[config.mk]
export PLATFORM = sky130hd
export DESIGN_NAME = dense_galois_lfsr
export DESIGN_NICKNAME = d
export VERILOG_FILES = /design/src/rtl/dense_lfsr_pkg.sv /design/src/rtl/dlfsr_ref_reg.sv /design/src/rtl/dlfsr_reduced.sv /design/src/rtl/dlfsr_cmp.sv /design/src/rtl/dense_galois_lfsr.sv
export SDC_FILE = /design/constraint.sdc
export NUM_CORES = 1
export LEC_CHECK = 0
export BUFFER_PORTS_ARGS = -buffer_cell sky130_fd_sc_hd__buf_2
export CELL_PAD_IN_SITES_DETAIL_PLACEMENT = 1
export CELL_PAD_IN_SITES_GLOBAL_PLACEMENT = 2
export CORE_ASPECT_RATIO = 1.25
export CORE_MARGIN = 4
export CORE_UTILIZATION = 34
export CTS_CLUSTER_DIAMETER = 100
export DETAILED_ROUTE_END_ITERATION = 16
export MAX_ROUTING_LAYER = met4
export PLACE_DENSITY_LB_ADDON = 0.2
export SLEW_MARGIN = 0
export SYNTH_ARGS = -nofsm -noshare
export SYNTH_HDL_FRONTEND = slang
export SYNTH_SLANG_ARGS = --single-unit
[constraint.sdc]
create_clock -name clk -period 2.37 [get_ports clk]
set_input_delay 0.474 -clock clk [delete_from_list [all_inputs] [get_ports clk]]
set_output_delay 0.474 -clock clk [all_outputs]
set_load 0.05 [all_outputs]
[src/rtl/dense_lfsr_pkg.sv]
package dense_lfsr_pkg;

  // Dense feedback mask of width w (w <= 64): all ones except bits 0 and 2.
  function automatic logic [63:0] dense_poly(input int w);
    logic [63:0] m;
    m = (w >= 64) ? {64{1'b1}} : ((64'd1 << w) - 64'd1);
    return m & ~64'h5;
  endfunction

endpackage

[src/rtl/dlfsr_ref_reg.sv]
module dlfsr_ref_reg #(
  parameter int              W       = 32,
  parameter logic [W-1:0]    POLY    = '1,
  parameter logic [W-1:0]    RST_VAL = 1
) (
  input  logic         clk,
  input  logic         rst_n,
  input  logic         load,
  input  logic         adv,
  input  logic [W-1:0] seed,
  output logic [W-1:0] state_q,
  output logic [W-1:0] state_d
);

  logic [W-1:0] stepped;
  logic         en;

  // Shift right with wrap; lower set mask bits toggle with the old LSB.
  always_comb begin
    stepped[W-1] = state_q[0];
    for (int j = 0; j < W-1; j++) begin
      stepped[j] = state_q[j+1] ^ (state_q[0] & POLY[j]);
    end
  end

  always_comb begin
    en = load | adv;
    if (load)      state_d = seed;
    else if (adv)  state_d = stepped;
    else           state_d = state_q;
  end

  always_ff @(posedge clk or negedge rst_n) begin
    if (!rst_n)   state_q <= RST_VAL;
    else if (en)  state_q <= state_d;
  end

  assert_wrap_R2: assert property (@(posedge clk) disable iff (!rst_n)
    (adv && !load) |=> state_q[W-1] == $past(state_q[0]));

  assert_load_R3: assert property (@(posedge clk) disable iff (!rst_n)
    load |=> state_q == $past(seed));

  assert_hold_R6: assert property (@(posedge clk) disable iff (!rst_n)
    (!load && !adv) |=> $stable(state_q));

  assert_nonzero_R9: assert property (@(posedge clk) disable iff (!rst_n)
    state_q != '0);

endmodule

[src/rtl/dlfsr_reduced.sv]
module dlfsr_reduced #(
  parameter int           W       = 32,
  parameter logic [W-1:0] RST_VAL = 1
) (
  input  logic         clk,
  input  logic         rst_n,
  input  logic         load,
  input  logic         adv,
  input  logic [W-1:0] seed,
  output logic [W-1:0] full_q,
  output logic [W-1:0] full_d
);

  // Layout of the packed register:
  //   [NG-1:0] one flop per XOR gate (state bit 1, then bits 3..W-2)
  //   [HA]     gate 0 one step back  (equals state bit 0)
  //   [HB]     gate 1 one step back  (equals state bit 2)
  //   [HC]     gate 0 two steps back (equals state bit W-1)
  localparam int NG = W - 3;
  localparam int HA = NG;
  localparam int HB = NG + 1;
  localparam int HC = NG + 2;
  localparam int RW = NG + 3;

  function automatic logic [RW-1:0] fold(input logic [W-1:0] s);
    logic [RW-1:0] r;
    r[0] = s[1];
    for (int i = 1; i < NG; i++) r[i] = s[i+2];
    r[HA] = s[0];
    r[HB] = s[2];
    r[HC] = s[W-1];
    return r;
  endfunction

  function automatic logic [W-1:0] unfold(input logic [RW-1:0] r);
    logic [W-1:0] s;
    s[0] = r[HA];
    s[1] = r[0];
    s[2] = r[HB];
    for (int i = 1; i < NG; i++) s[i+2] = r[i];
    s[W-1] = r[HC];
    return s;
  endfunction

  localparam logic [RW-1:0] RST_R = fold(RST_VAL);

  logic [RW-1:0] vec_q, vec_d, step_v, seed_v;
  logic          en;

  // Gate 0: second operand is gate 1 from two steps ago.
  assign step_v[0] = vec_q[HB] ^ vec_q[HA];

  // Middle gates: second operand is the next gate from one step ago.
  for (genvar i = 1; i < NG-1; i++) begin : g_mid
    assign step_v[i] = vec_q[i+1] ^ vec_q[HA];
  end

  // Last gate: second operand is gate 0 from three steps ago.
  assign step_v[NG-1] = vec_q[HC] ^ vec_q[HA];

  // History taps shift along.
  assign step_v[HA] = vec_q[0];
  assign step_v[HB] = vec_q[1];
  assign step_v[HC] = vec_q[HA];

  assign seed_v = fold(seed);

  always_comb begin
    en = load | adv;
    if (load)      vec_d = seed_v;
    else if (adv)  vec_d = step_v;
    else           vec_d = vec_q;
  end

  always_ff @(posedge clk or negedge rst_n) begin
    if (!rst_n)   vec_q <= RST_R;
    else if (en)  vec_q <= vec_d;
  end

  assign full_q = unfold(vec_q);
  assign full_d = unfold(vec_d);

  assert_hist_R7: assert property (@(posedge clk) disable iff (!rst_n)
    (adv && !load) |=> vec_q[HC] == $past(vec_q[HA]));

endmodule

[src/rtl/dlfsr_cmp.sv]
module dlfsr_cmp #(
  parameter int W = 32
) (
  input  logic         clk,
  input  logic         rst_n,
  input  logic         load,
  input  logic         adv,
  input  logic [W-1:0] ref_d,
  input  logic [W-1:0] alt_d,
  output logic         mismatch_q
);

  logic mm_d;
  logic en;

  always_comb begin
    en   = load | adv;
    mm_d = load ? 1'b0 : (ref_d != alt_d);
  end

  always_ff @(posedge clk or negedge rst_n) begin
    if (!rst_n)   mismatch_q <= 1'b0;
    else if (en)  mismatch_q <= mm_d;
  end

  assert_flag_hold_R6: assert property (@(posedge clk) disable iff (!rst_n)
    (!load && !adv) |=> $stable(mismatch_q));

  assert_flag_clear_R10: assert property (@(posedge clk) disable iff (!rst_n)
    load |=> !mismatch_q);

endmodule

[src/rtl/dense_galois_lfsr.sv]
module dense_galois_lfsr
  import dense_lfsr_pkg::*;
#(
  parameter int           W            = 32,
  parameter logic [W-1:0] DEFAULT_SEED = 1
) (
  input  logic         clk,
  input  logic         rst_n,
  input  logic         seed_load,
  input  logic [W-1:0] seed_val,
  input  logic         adv_en,
  output logic [W-1:0] state,
  output logic         mismatch
);

  localparam logic [63:0]  POLY_WIDE = dense_poly(W);
  localparam logic [W-1:0] POLY      = POLY_WIDE[W-1:0];

  logic [W-1:0] seed_eff;
  logic [W-1:0] ref_q, ref_d, alt_q, alt_d;

  assign seed_eff = (seed_val == '0) ? DEFAULT_SEED : seed_val;

  dlfsr_ref_reg #(.W(W), .POLY(POLY), .RST_VAL(DEFAULT_SEED)) u_ref (
    .clk(clk), .rst_n(rst_n), .load(seed_load), .adv(adv_en),
    .seed(seed_eff), .state_q(ref_q), .state_d(ref_d)
  );

  dlfsr_reduced #(.W(W), .RST_VAL(DEFAULT_SEED)) u_alt (
    .clk(clk), .rst_n(rst_n), .load(seed_load), .adv(adv_en),
    .seed(seed_eff), .full_q(alt_q), .full_d(alt_d)
  );

  dlfsr_cmp #(.W(W)) u_cmp (
    .clk(clk), .rst_n(rst_n), .load(seed_load), .adv(adv_en),
    .ref_d(ref_d), .alt_d(alt_d), .mismatch_q(mismatch)
  );

  assign state = ref_q;

  assert_zero_seed_R4: assert property (@(posedge clk) disable iff (!rst_n)
    (seed_load && seed_val == '0) |=> state == DEFAULT_SEED);

  assert_load_wins_R5: assert property (@(posedge clk) disable iff (!rst_n)
    (seed_load && adv_en && seed_val != '0) |=> state == $past(seed_val));

  assert_equiv_R7: assert property (@(posedge clk) disable iff (!rst_n)
    alt_q == ref_q);

endmodule

==> impl_metrics.yaml <==
run_status:
  status: "finished, final reports clean"
die:
  die-area_um2: 13800
  die_w_um: 106
  core_area_um2: 11700
  rows: 44
  pin_count: 69
  initial_core_util_pct: 34.8
  die_y_um: 130
cells_and_area:
  final_cells: 691
  fill_cells: 1406
  drive_above_1_share_pct: 18.5
  diodes: 0
  final_nets: 562
  syn_to_final_growth_pct: 19.7
  seq_area_um2: 1630
  post-route-util_pct: 41.7
  multi_input_area_um2: 2260
  stdcell_area_um2: 4860
sta:
  slew_violations: 0
  finalSetupTns_ns: 0
  slew_headroom_pct: 52.3
  grt_setup_unrepaired: "false"
  post-route-period-util_pct: 92.8
  period_minus_slack_ns: 2.20
  clock.fmax_ghz: 0.455
  hold_viol_final: 0
  fin_skew_ns: 0.00630
  timing.final.ws_setup_ns: 0.171
  worst_pin_slew_ns: 0.716
  setup_violations: 0
yosys:
  yosysSeqAreaShare_pct: 40.1
  synth.distinct_cells: 40
  synth_top_area_share_pct: 38.8
  ys_ff_latch: 65
  synth_area_leader_cell: "dfrtp_1"
  postSynthAreaPerCell_um2: 8.70
  ys_top_cells_by_area: "dfrtp_1 39%, xnor2_1 15%, o21ai_0 7.0%"
  synth_edf_count: 0
  postSynth.asyncResetShare_pct: 100
  synthTopCellsByCount: "70 x xnor2_1, 63 x dfrtp_1, 57 x o21ai_0"
  synth.most_common_cell: "xnor2_1"
  ys.warnings.count: 0
  synth_ff_type: "dfrtp_1"
  synth_area_um2: 4060
  synth.net_count: 503
  postSynthCellCount: 467
clock_network:
  cts_tree: "yes"
  cts.path.max_buffers: 2
  postCtsResizedCells: 0
  cts_buffers: 9
  cts_setup_buffers: 0
  htreeDepth: 3
  numClockSinks: 65
  cts.clk_slew.worst_paths_ns: 0.05
  clock_latency_ns: 0.33
  cts_hold_buffers: 0
  cts_root_buf: "clkbuf_16"
route:
  drt-total-wl_um: 12300
  post_drt_wl_per_cell_um: 17.8
  firstDrtPassIters: 4
  drtIter0Drc: 119
  num_vias: 3542
  ant_nets: 0
  via_per_inst: 5.13
  drc: 0
worst_hold_path:
  min_path_type: "in -> async"
place:
  hpwl_um: 8770
  place_area_um2: 4590
  numPortBuffers: 68
  gp_congestion: 0.862
  preCtsSetupSlack_ns: 0.177
  dp.cells: 676
grt:
  grt_pass1_wl_um: 20200
  grt_use_total_pct: 19.6
  grt_max_degree: 76
  grt_pass1_vias: 3759
  grt.overflow.total: 0
  antenna_found_initial: 0
run:
  cap_violations: 0
critical_path:
  worstSetupEndpointType: "register"
  critPathArrivalTime_ns: 2.40
  cp-start-kind: "register"
  path_max_fanout: 9
  crit_required_ns: 2.57
  ff2ff_setup_slack_ns: 0.17
  critical_path_class: "reg -> reg"
power_and_ir_drop:
  vdd_drop_max_uv: 349
  pwr_density_cell_nw_per_um2: 823
  leakagePower_nw: 2.06
==> placed cells by master (no fill, tap or decap), types with 3 or more instances in the layout <==
cell,netlist,routed
xnor2_1,70,70
buf_2,8,68
dfrtp_1,63,63
o21ai_0,57,57
nor2_1,55,55
a21oi_1,54,54
nand2_1,31,31
xor2_1,30,30
mux2i_1,13,13
nor4_1,11,11
clkbuf_16,0,9
buf_4,0,9
nor3_1,6,6
o22ai_1,5,5
or3_1,4,4
clkbuf_1,14,4
buf_12,0,4
inv_1,3,3
nand4_1,3,3
and3_1,3,3
==> final timing paths <==
check	from	to	cells past startpoint
setup / recovery	u_ref.state_q[0]	u_cmp.mismatch_q	6
hold / removal	rst_n	u_alt.vec_q[17]	1
setup reg to reg	u_ref.state_q[0]	u_cmp.mismatch_q	6
hold reg to reg	u_alt.vec_q[7]	u_alt.vec_q[7]	2
max in group asynchronous	rst_n	u_alt.vec_q[15]	2
min in group clk	seed_val[3]	u_ref.state_q[3]	3
==> per-layer routing <==
layer / vias up / wire length, um / global-route usage [%]
li1: 1718 / - / -
met1: 1737 / 5520 / 24.2
met5: - / 0 / -
met4: 0 / 210 / 7.01
met3: 17 / 389 / 2.33
met2: 70 / 6190 / 33.3
==> critical path: stages, from the launching register on <==
cell and delay (ns):
dfstp_2 0.56, xor2_1 0.46, and3_1 0.25, o22ai_1 0.10, a2111o_1 0.31, nor4_1 0.27
a31oi_1 0.12
==> metrics by stage <==
stage	hold slack (ns)	power, W
detailed placement	0.573	0.00281
global route	0.260	0.00425
CTS	0.226	0.00406
finish	0.196	0.00400
global placement	0.561	0.00278
floorplan	0.178	0.00242
==> report_power, final <==
group	switching (W)	internal [W]	total (W)
clock network	0.000466	0.000761	0.00123
registers	0.000164	0.00125	0.00141
logic	0.000845	0.000515	0.00136
total	0.00147	0.00253	0.00400
==> layout make-up <==
| type | instances | area share, % |
|---|---|---|
| Clock buffer | 15 | 5.51 |
| Inverter | 4 | 0.309 |
| Multi-Input combinational cell | 365 | 46.5 |
| Sequential cell | 65 | 33.5 |
| Tap cell | 161 | 4.14 |
| Timing Repair Buffer | 81 | 10.0 |
==> kinds of logic (layout without fill, tap and decap cells) <==
kind of cell,Yosys count,after routing,share of synthesized area [%]
and+or+nand+nor,123,123,13.6
buffers and inverters,37,100,4.22
AOI/OAI and AO/OA,128,128,16.9
DFF,65,65,40.1
muxes,13,13,3.20
xor gates and xnor gates,101,101,22.0
==> registers in the layout, indices dropped and copies added (netlist names) <==
register / cells
u_ref.state_q: 32
u_cmp.mismatch_q: 1
u_alt.vec_q: 32
(Power assumes the default switching activity.)
